## src/rtl/trap_pkg.sv

```systemverilog
package trap_pkg;
  localparam int LR_W = 5;

  localparam logic [2:0] C_HWEXC = 3'd0;
  localparam logic [2:0] C_MMU   = 3'd1;
  localparam logic [2:0] C_IRQ   = 3'd2;
  localparam logic [2:0] C_HWBRK = 3'd3;
  localparam logic [2:0] C_SWBRK = 3'd4;

  localparam logic [1:0] ACC_LOAD  = 2'd0;
  localparam logic [1:0] ACC_STORE = 2'd1;
  localparam logic [1:0] ACC_FETCH = 2'd2;

  // status word bit positions; saved copies sit one above the live bits
  localparam int ST_IE  = 1;
  localparam int ST_BIP = 3;
  localparam int ST_EIP = 9;
  localparam int ST_UM  = 11;
  localparam int ST_UMS = 12;
  localparam int ST_VM  = 13;
  localparam int ST_VMS = 14;

  localparam int ES_STORE = 10;
  localparam int ES_DSLOT = 12;

  localparam logic [LR_W-1:0] LR_EXC = 5'd17;
  localparam logic [LR_W-1:0] LR_IRQ = 5'd14;
  localparam logic [LR_W-1:0] LR_BRK = 5'd16;
endpackage

```

## src/rtl/trap_link_calc.sv

```systemverilog
module trap_link_calc
  import trap_pkg::*;
#(
  parameter int XLEN = 32
) (
  input  logic [2:0]      cause_i,
  input  logic [XLEN-1:0] pc_i,
  input  logic            dslot_i,
  input  logic            imm_i,
  input  logic            bimm_i,
  output logic            we_o,
  output logic [LR_W-1:0] sel_o,
  output logic [XLEN-1:0] val_o
);
  logic [1:0] rewind;

  always_comb begin
    rewind = 2'd0;
    if (dslot_i)    rewind = bimm_i ? 2'd2 : 2'd1;
    else if (imm_i) rewind = 2'd1;
  end

  always_comb begin
    we_o  = 1'b0;
    sel_o = '0;
    val_o = pc_i;
    unique case (cause_i)
      C_HWEXC: begin
        we_o  = 1'b1;
        sel_o = LR_EXC;
        val_o = pc_i + XLEN'(4);
      end
      C_MMU: begin
        we_o  = 1'b1;
        sel_o = LR_EXC;
        val_o = pc_i - (XLEN'(rewind) << 2);
      end
      C_IRQ: begin
        we_o  = 1'b1;
        sel_o = LR_IRQ;
      end
      C_HWBRK: begin
        we_o  = 1'b1;
        sel_o = LR_BRK;
      end
      default: ;
    endcase
  end
endmodule

```

## src/rtl/trap_msr_calc.sv

```systemverilog
module trap_msr_calc
  import trap_pkg::*;
#(
  parameter int XLEN = 32
) (
  input  logic [2:0]      cause_i,
  input  logic [XLEN-1:0] msr_i,
  output logic [XLEN-1:0] msr_o
);
  always_comb begin
    msr_o         = msr_i;
    msr_o[ST_VMS] = msr_i[ST_VM];
    msr_o[ST_UMS] = msr_i[ST_UM];
    msr_o[ST_VM]  = 1'b0;
    msr_o[ST_UM]  = 1'b0;
    unique case (cause_i)
      C_HWEXC, C_MMU:   msr_o[ST_EIP] = 1'b1;
      C_IRQ:            msr_o[ST_IE]  = 1'b0;
      C_HWBRK, C_SWBRK: msr_o[ST_BIP] = 1'b1;
      default: ;
    endcase
  end
endmodule

```

## src/rtl/trap_esr_calc.sv

```systemverilog
module trap_esr_calc
  import trap_pkg::*;
#(
  parameter int XLEN = 32
) (
  input  logic [2:0]      cause_i,
  input  logic [XLEN-1:0] esr_q_i,
  input  logic            dslot_i,
  input  logic            miss_i,
  input  logic [1:0]      acc_i,
  output logic [XLEN-1:0] esr_o
);
  always_comb begin
    esr_o = esr_q_i;
    unique case (cause_i)
      C_MMU: begin
        esr_o           = '0;
        esr_o[4]        = 1'b1;
        esr_o[1]        = miss_i;
        esr_o[0]        = (acc_i == ACC_FETCH);
        esr_o[ES_STORE] = (acc_i == ACC_STORE);
        esr_o[ES_DSLOT] = dslot_i;
      end
      C_HWEXC: esr_o[ES_DSLOT] = dslot_i;
      default: ;
    endcase
  end
endmodule

```

## src/rtl/trap_entry_seq.sv

```systemverilog
module trap_entry_seq
  import trap_pkg::*;
#(
  parameter int              XLEN    = 32,
  parameter bit              EXC_EN  = 1'b1,
  parameter logic [XLEN-1:0] EXC_VEC = 'h20,
  parameter logic [XLEN-1:0] IRQ_VEC = 'h10,
  parameter logic [XLEN-1:0] BRK_VEC = 'h18
) (
  input  logic            clk_i,
  input  logic            rst_ni,
  input  logic            req_i,
  input  logic [2:0]      cause_i,
  input  logic [XLEN-1:0] pc_i,
  input  logic [XLEN-1:0] btarget_i,
  input  logic            dslot_i,
  input  logic            imm_i,
  input  logic            bimm_i,
  input  logic            fault_miss_i,
  input  logic [1:0]      fault_acc_i,
  input  logic [XLEN-1:0] fault_addr_i,
  input  logic [XLEN-1:0] msr_i,
  input  logic            mmu_ret_i,
  output logic            entry_o,
  output logic [XLEN-1:0] pc_o,
  output logic            link_we_o,
  output logic [LR_W-1:0] link_sel_o,
  output logic [XLEN-1:0] link_val_o,
  output logic [XLEN-1:0] msr_o,
  output logic [XLEN-1:0] esr_o,
  output logic [XLEN-1:0] ear_o,
  output logic [XLEN-1:0] btr_o,
  output logic            flags_clr_o,
  output logic            fatal_o
);
  logic            cause_ok, hw_off, nested, take, fatal_d, is_exc;
  logic            mmu_pend_q;
  logic            lk_we;
  logic [LR_W-1:0] lk_sel;
  logic [XLEN-1:0] lk_val, msr_d, esr_d, pc_d;

  assign cause_ok = (cause_i <= C_SWBRK);
  assign hw_off   = (cause_i == C_HWEXC) && !EXC_EN;
  assign nested   = (cause_i == C_MMU) && mmu_pend_q;
  assign take     = req_i && cause_ok && !hw_off && !nested;
  assign fatal_d  = req_i && (!cause_ok || nested);
  assign is_exc   = (cause_i == C_HWEXC) || (cause_i == C_MMU);

  trap_link_calc #(.XLEN(XLEN)) u_link (
    .cause_i (cause_i),
    .pc_i    (pc_i),
    .dslot_i (dslot_i),
    .imm_i   (imm_i),
    .bimm_i  (bimm_i),
    .we_o    (lk_we),
    .sel_o   (lk_sel),
    .val_o   (lk_val)
  );

  trap_msr_calc #(.XLEN(XLEN)) u_msr (
    .cause_i (cause_i),
    .msr_i   (msr_i),
    .msr_o   (msr_d)
  );

  trap_esr_calc #(.XLEN(XLEN)) u_esr (
    .cause_i (cause_i),
    .esr_q_i (esr_o),
    .dslot_i (dslot_i),
    .miss_i  (fault_miss_i),
    .acc_i   (fault_acc_i),
    .esr_o   (esr_d)
  );

  always_comb begin
    unique case (cause_i)
      C_IRQ:   pc_d = IRQ_VEC;
      C_HWBRK: pc_d = BRK_VEC;
      C_SWBRK: pc_d = btarget_i;
      default: pc_d = EXC_VEC;
    endcase
  end

  always_ff @(posedge clk_i or negedge rst_ni) begin
    if (!rst_ni) begin
      entry_o     <= 1'b0;
      flags_clr_o <= 1'b0;
      fatal_o     <= 1'b0;
      link_we_o   <= 1'b0;
      link_sel_o  <= '0;
      link_val_o  <= '0;
      pc_o        <= '0;
      msr_o       <= '0;
      esr_o       <= '0;
      ear_o       <= '0;
      btr_o       <= '0;
      mmu_pend_q  <= 1'b0;
    end else begin
      entry_o     <= take;
      flags_clr_o <= take;
      fatal_o     <= fatal_d;
      link_we_o   <= take && lk_we;
      if (take) begin
        link_sel_o <= lk_sel;
        link_val_o <= lk_val;
        pc_o       <= pc_d;
        msr_o      <= msr_d;
        esr_o      <= esr_d;
        if (is_exc && dslot_i)    btr_o <= btarget_i;
        if (cause_i == C_MMU)     ear_o <= fault_addr_i;
      end
      if (take && cause_i == C_MMU) mmu_pend_q <= 1'b1;
      else if (mmu_ret_i)           mmu_pend_q <= 1'b0;
    end
  end
endmodule

```

## config.mk

```make
export PLATFORM = sky130hd
export DESIGN_NAME = trap_entry_seq
export DESIGN_NICKNAME = d
export VERILOG_FILES = /design/src/rtl/trap_pkg.sv /design/src/rtl/trap_link_calc.sv /design/src/rtl/trap_msr_calc.sv /design/src/rtl/trap_esr_calc.sv /design/src/rtl/trap_entry_seq.sv
export SDC_FILE = /design/constraint.sdc
export NUM_CORES = 1
export LEC_CHECK = 0
export BUFFER_PORTS_ARGS = -buffer_cell sky130_fd_sc_hd__buf_2
export CAP_MARGIN = 20
export CORE_AREA = 2 2 145 147
export CTS_CLUSTER_DIAMETER = 80
export DETAILED_ROUTE_END_ITERATION = 6
export DIE_AREA = 0 0 147 149
export GPL_TIMING_DRIVEN = 0
export PLACE_DENSITY = 0.84
export SETUP_SLACK_MARGIN = 0.5
export SLEW_MARGIN = 20
export SYNTH_ARGS = -nofsm -noshare
export SYNTH_HDL_FRONTEND = slang
export SYNTH_HIERARCHICAL = 1
export SYNTH_SLANG_ARGS = --single-unit
```

## constraint.sdc

```tcl
create_clock -name clk_i -period 2.1 [get_ports clk_i]
set_clock_uncertainty 0.2 [all_clocks]
set_input_delay 0.63 -clock clk_i [delete_from_list [all_inputs] [get_ports clk_i]]
set_output_delay 0.63 -clock clk_i [all_outputs]
set_load 0.02 [all_outputs]
```

==> out/metrics.cfg, run 1 <==
[outcome]
status = finished with violations
violations = negative setup slack

[worst_hold_path]
hold_start = mmu_ret_i
hp-class = primary input to register

[finish]
instances_no_fill = 1685
final_util_pct = 83.3
fillers = 992
layout.nets = 1566
layout-drive-gt1-share_pct = 63.0
layout_commonest_cell = buf_2
syn2layout_area_growth_pct = 64.8
most-common-layout-cells = buf_2 (208), dfrtp_1 (201), buf_6 (133)

[sta]
hold_viol = 0
setup_viol = 107
timing.slew.headroom_pct = 54.6
fin_crit_sh_pct = 170
period_needed_ns = 3.57
fmax_mhz = 280
final.setup.worst_slack_ns = -1.47
tightest_slew_ns = 0.681
grt_setup_unrepaired = true
slew_viol_final = 0

[critical_path]
r2r_start = mmu_pend_q
crit_type = primary input to register
crit_path_end_kind = register
path_max_fanout = 5
cp_slowest_stage_delay_ns = 0.36
critPathLaunchType = primary input
r2r_cells = 5
critPathCapture = link_val_o[28]
startpoint = cause_i[2]
worstPathRequired_ns = 2.29
timing.rr.end = link_val_o[12]
crit_buf_inv = 5
crit_chain = buf_12 > or2_4 > buf_8 > clkbuf_16 > nor2_4 > buf_6 > buf_12 > ha_4 > a21o_1 > or2_4 > o21ai_0 > o21bai_2 > o41ai_2 > a2111o_1 > nand3_1 > mux2_4
crit_arrival_ns = 3.76
cp_top_family = compound AO/OA/AOI/OAI gates
crit_path_top_delay_cell = o41ai_2
cp.depth = 16
r2r_setup_slack_ns = 0.20

[grt]
grt_max_degree = 99
grt_pass1_vias = 10400
grt-ovfl-total = 0
antenna_found_initial = 4
grtUsageTotal_pct = 33.6
grt_pass1_wl_um = 57400

[synthesis]
synth-compound-area-share_pct = 10.8
ys_seq_area_share_pct = 48.4
synth_enable_flop_cells = 0
synthFlopType = dfrtp_1
avgSynthCellArea_um2 = 11.4
yosys.area_share.adder_pct = 3.68
synth_top_family_by_area = multiplexers
async_flop_share_pct = 100
synth_xor_area_share_pct = 1.43
synth_mux_area_share_pct = 18.6
ys_types = 76
synth-warning-count = 6
synth_cells = 911
yosys.area_share.simple_pct = 10.5
netlist_area_um2 = 10400
synth-seq-cells = 201

[clock_tree]
htreeDepth = 1
cts.sinks = 201
clk_pin_slew_ns = 0.06
cts_made_buffers = 23
tritoncts = done
clock-root-buffer = clkbuf_16
clk_latency_ns = 0.50
cts_buffer_depth = 3

[pwr]
pwr-share-seq_pct = 35.1
powerDensity_nw_per_um2 = 831
p_int_mw = 9.59
p_leak_nw = 8.36
p_clk_share_pct = 29.5
ir_worst_vdd_mv = 0.909
combPwrFrac_pct = 35.3
switchingPower_mw = 4.64
swShare_pct = 32.6

[floorplanning]
floorplan.initialDensity_pct = 50.5
rows = 53
core_area_um2 = 20600
die_y_um = 149
dieArea_um2 = 21900
fp.dieW_um = 147
ios = 342

[placed_design]
gp_congestion = 0.920
port_buffers = 309
detailed_place_hpwl_um = 21200
dp.cells = 1498

[routing]
ant_nets = 0
drt-total-wl_um = 42800
via_per_inst = 5.98
drtPass1Iterations = 7
drtIter0Drc = 816
vias = 10100
wire_per_inst_um = 25.4
drc = 0

[flow_run]
max_cap_viol_count = 0

[flip-flops by register name, summed over array words and instances (netlist names), 5 cells and up]
signal and count:
link_sel_o 5, pc_o 32, msr_o 32, link_val_o 32
btr_o 32, esr_o 32, ear_o 32
[final cells by class]
type                    instances  area (µm²)  area share, %
multi-input cells             589        6070           35.5
flip-flops and latches        201        5030           29.4
repair buffers                457        3910           22.8
plain buffers                  81         823           4.81
clock buffers                  31         656           3.83
well taps                     275         344           2.01
inverters                      42         165          0.965
clock inverters                 6         111          0.650
diodes                          3        7.51         0.0438
[kinds of logic (layout without fill, tap and decap cells)]
| logic type | Yosys count | after routing |
|---|---|---|
| muxes | 172 | 172 |
| xor gates and xnor gates | 17 | 17 |
| buffers and inverters | 123 | 617 |
| adders and majority gates | 30 | 30 |
| AOI/OAI and AO/OA | 168 | 168 |
| other | 1 | 5 |
| and+or+nand+nor | 199 | 200 |
| DFF | 201 | 201 |
[Yosys cell counts, types with 5 or more instances]
| cell | number | area (µm²) |
|---|---|---|
| a21o_1 | 9 | 67.6 |
| a21oi_1 | 29 | 145 |
| a31oi_1 | 8 | 50.1 |
| and2_1 | 7 | 43.8 |
| and3_1 | 5 | 31.3 |
| buf_2 | 22 | 110 |
| buf_4 | 38 | 285 |
| buf_6 | 6 | 67.6 |
| clkbuf_1 | 15 | 56.3 |
| dfrtp_1 | 201 | 5030 |
| ha_1 | 29 | 363 |
| inv_1 | 42 | 158 |
| mux2_1 | 22 | 248 |
| mux2_2 | 149 | 1680 |
| nand2_1 | 57 | 214 |
| nand2b_1 | 5 | 31.3 |
| nand3_1 | 9 | 45.0 |
| nand4_1 | 37 | 231 |
| nor2_1 | 13 | 48.8 |
| nor2b_1 | 36 | 225 |
| o21ai_0 | 68 | 340 |
| o21bai_1 | 5 | 37.5 |
| o31ai_1 | 5 | 37.5 |
| xnor2_1 | 10 | 87.6 |
| xor2_1 | 7 | 61.3 |
[power by group through the flow]
stage | logic (mW) | registers (mW) | clock network, mW
after floorplan | 1.38 | 5.69 | 0
after global placement | 3.35 | 4.87 | 0
after detailed placement | 3.44 | 4.90 | 0
after CTS | 4.53 | 4.91 | 4.19
after global routing | 5.22 | 5.05 | 4.38
final | 5.03 | 5.00 | 4.20
[repair_timing]
action	4_1_cts	5_1_grt
endpoints found under the setup margin	400	401
setup buffers	102	32
endpoints found under the hold margin	6	0
gates cloned	12	0
hold buffers	1	0
pin swaps	45	70
resized for setup	374	156
[per-layer routing]
metal / part of all wire (%) / global-route usage (%) / wire length, µm
met1: 33 / 37.9 / 14300
met5: 0 / 0 / 0
met4: 7.4 / 16.9 / 3180
met3: 8.5 / 8.04 / 3620
met2: 51 / 59.6 / 21700
[through the flow]
step	area (µm²)	TNS, ns	power [mW]	hold slack [ns]	setup slack [ns]
2_1_floorplan	11000	-45.60	7.07	0.134	-1.88
3_3_place_gp	12900	-763.48	8.22	0.263	-3.17
3_5_place_dp	12900	-132.54	8.34	0.237	-2.69
4_1_cts	16200	-28.25	13.6	0.0708	-1.25
5_1_grt	17100	-42.08	14.6	0.0991	-1.53
6_report	17100	-38.17	14.2	0.117	-1.47
[worst reg2reg max path, cell delays in order (launching register included)]
cell	delay, ns
dfrtp_1	0.40
nor2b_4	0.15
o2bb2ai_4	0.16
buf_12	0.16
buf_2	0.32
mux2_2	0.39
[worst min-delay path by stage]
stage / cells past startpoint / endpoint / slack, ns
after global routing: 2 / mmu_pend_q / 0.1
final: 2 / mmu_pend_q / 0.12
after CTS: 2 / mmu_pend_q / 0.07
after detailed placement: 1 / link_val_o[20] / 0.24
after global placement: 1 / link_val_o[20] / 0.26
after floorplan: 0 / btr_o[0] / 0.13
(Power assumes the default switching activity.)
==> run 2, diff against run 1 <==
BUFFER_PORTS_ARGS = -buffer_cell sky130_fd_sc_hd__clkbuf_2   (was -buffer_cell sky130_fd_sc_hd__buf_2)
==> run 2 against run 1 <==
  * Critical endpoint is now link_val_o[14]
  * Setup slack worse by 0.0086 ns
  * Sequential cell count unchanged
  * The flow still finishes with violations (negative setup slack)
  * Register-to-register slack worse by 0.02 ns
  * Total power down 1.3%
==> out/metrics.cfg, run 2 (synthesis results as in run 1) <==
[pwr]
powerDensity_nw_per_um2 = 832  ; +0.14%
swShare_pct = 31.9  ; -0.67 points
p_leak_nw = 8.23  ; -1.5%
ir_worst_vdd_mv = 0.837  ; -7.9%
combPwrFrac_pct = 32.9  ; -2.4 points
pwr-share-seq_pct = 35.2  ; about the same
switchingPower_mw = 4.48  ; -3.4%
p_clk_share_pct = 31.9  ; +2.4 points
p_int_mw = 9.55  ; -0.36%

[critical_path]
r2r_start = mmu_pend_q
crit_type = primary input to register
crit_chain = clkbuf_16 > or2_4 > buf_8 > clkbuf_16 > nor2_4 > buf_6 > nand2_4 > ha_4 > inv_2 > fa_2 > a21o_1 > nand4_1 > a21oi_4 > o32ai_4 > buf_4 > buf_4 > xor2_2 > o21ai_1 > mux2_2
cp_slowest_stage_delay_ns = 0.31  ; -0.05 ns
startpoint = cause_i[2]
crit_path_end_kind = register
critPathLaunchType = primary input
worstPathRequired_ns = 2.30  ; about the same
crit_path_top_delay_cell = mux2_2
path_max_fanout = 4  ; -1
crit_arrival_ns = 3.78  ; +0.02 ns

[placed_design]
gp_congestion = 0.916  ; -0.45%
port_buffers = 309  ; unchanged
placedInstanceArea_um2 = 12900  ; about the same
detailed_place_hpwl_um = 21400  ; +0.74%

[finish]
diodes = 0  ; -3
most-common-layout-cells = clkbuf_2 (248), dfrtp_1 (201), buf_4 (116)
layout.nets = 1555  ; -0.70%
fillers = 1049  ; +5.7%
syn2layout_area_growth_pct = 62.3
layout-drive-gt1-share_pct = 62.1  ; -0.86 points
layout_commonest_cell = clkbuf_2
fin_area_um2 = 16900  ; -1.5%
final_util_pct = 82.1  ; -1.2 points

[grt]
met1_usage_pct = 38.1  ; +0.13 points
grt-busiest-layer = met2
grt.met2_usage_pct = 59.2  ; -0.47 points
grtUsageTotal_pct = 32.8  ; -0.80 points
grt_pass1_wl_um = 56400  ; -1.8%
antenna_found_initial = 0  ; -4
grt_pass1_vias = 10200  ; -1.6%
grt_max_degree = 94  ; -5.1%
grtUsageMet3_pct = 6.85  ; -1.2 points
grt-ovfl-total = 0  ; unchanged

[routing]
drc = 0  ; unchanged
vias = 9843  ; -2.2%
wire_per_inst_um = 23.8  ; -6.1%
drtPass1Iterations = 6  ; -1
ant_nets = 0  ; unchanged
via_per_inst = 5.88  ; -1.6%
drtIter0Drc = 676  ; -17%
drt-total-wl_um = 39900  ; -6.7%

[floorplanning]
die_y_um = 149  ; unchanged
fp.dieW_um = 147  ; unchanged
ios = 342  ; unchanged
floorplan.initialDensity_pct = 50.5  ; unchanged
core_area_um2 = 20600  ; unchanged
rows = 53  ; unchanged
dieArea_um2 = 21900  ; unchanged

[worst_hold_path]
hp-class = primary input to register
hold_start = mmu_ret_i

[sta]
final.setup.tns_ns = -51.09  ; -12.92 ns
hold_viol = 0  ; unchanged
slew_viol_final = 0  ; unchanged
tightest_slew_ns = 0.576  ; -0.105 ns
fin_crit_sh_pct = 171  ; +0.41 points
timing.slew.headroom_pct = 61.6  ; +7.0 points
fmax_mhz = 279  ; -0.24%
final.setup.worst_slack_ns = -1.48  ; -0.00860 ns
grt_setup_unrepaired = true
setup_viol = 178  ; +66%
period_needed_ns = 3.58  ; +0.00860 ns

[clock_tree]
clk_pin_slew_ns = 0.06  ; about the same
htreeDepth = 1  ; unchanged
cts.sinks = 201  ; unchanged
tritoncts = done
cts_made_buffers = 23  ; unchanged
clk_latency_ns = 0.50  ; about the same
clock-root-buffer = clkbuf_16
cts_buffer_depth = 3  ; unchanged

[outcome]
status = finished with violations
violations = negative setup slack

[flow_run]
max_cap_viol_count = 0  ; unchanged

-- run 2: through the flow --
stage,cells,power (mW),setup WS (ns),hold WS (ns)
2_1_floorplan,912,7.07,-1.88,0.134
4_1_cts,1652,13.7,-1.26,0.0881
3_5_place_dp,1498,8.35,-2.80,0.275
6_report,1674,14.0,-1.48,0.100
5_1_grt,1674,14.5,-1.59,0.0930
3_3_place_gp,1496,8.23,-3.70,0.267
-- run 2: cell type report --
cell class / count / area (µm²) / share of cell area [%]
flip-flops and latches: 201 / 5030 / 29.8
clock inverters: 10 / 183 / 1.08
plain buffers: 81 / 805 / 4.77
repair buffers: 446 / 3750 / 22.2
clock buffers: 30 / 652 / 3.86
multi-input cells: 589 / 5940 / 35.2
well taps: 275 / 344 / 2.04
inverters: 42 / 165 / 0.979
-- run 2: worst max-delay path, delay by kind of cell --
family,cells,cell delay [ns]
xor+xnor,1,0.16
buf+inv,7,0.92
compound gates,4,0.74
mux,1,0.31
simple gates,4,0.61
fa+ha+maj,2,0.38
-- run 2: path summary, 6_finish.rpt --
check | endpoint | slack [ns] | cells past startpoint
min reg2reg | ear_o[25] | 0.30 | 1
min in group asynchronous | link_val_o[20] | 0.35 | 2
max reg2reg | link_val_o[31] | 0.18 | 7
max | link_val_o[14] | -1.48 | 19
min | mmu_pend_q | 0.10 | 2
max in group asynchronous | ear_o[11] | 0.60 | 3
-- run 2: what timing repair did --
item	CTS	global route
hold buffers	1	0
buffers inserted	99	21
resized for setup	320	76
hold endpoints to repair	17	0
pin swaps	63	55
endpoints found under the setup margin	401	401
cloned	14	1
-- run 2: per-layer routing --
layer  vias up  share of wire (%)
met1      4871                 35
met2       618                 51
li1       4165                  -
met5         -                  0
met4         0                5.5
met3       189                7.8
-- run 2: power groups by stage --
stage	Combinational [mW]	Clock (mW)	Sequential (mW)
2_1_floorplan	1.38	0	5.69
3_3_place_gp	3.33	0	4.90
3_5_place_dp	3.41	0	4.93
4_1_cts	4.33	4.48	4.89
5_1_grt	4.82	4.68	4.99
6_report	4.62	4.48	4.94
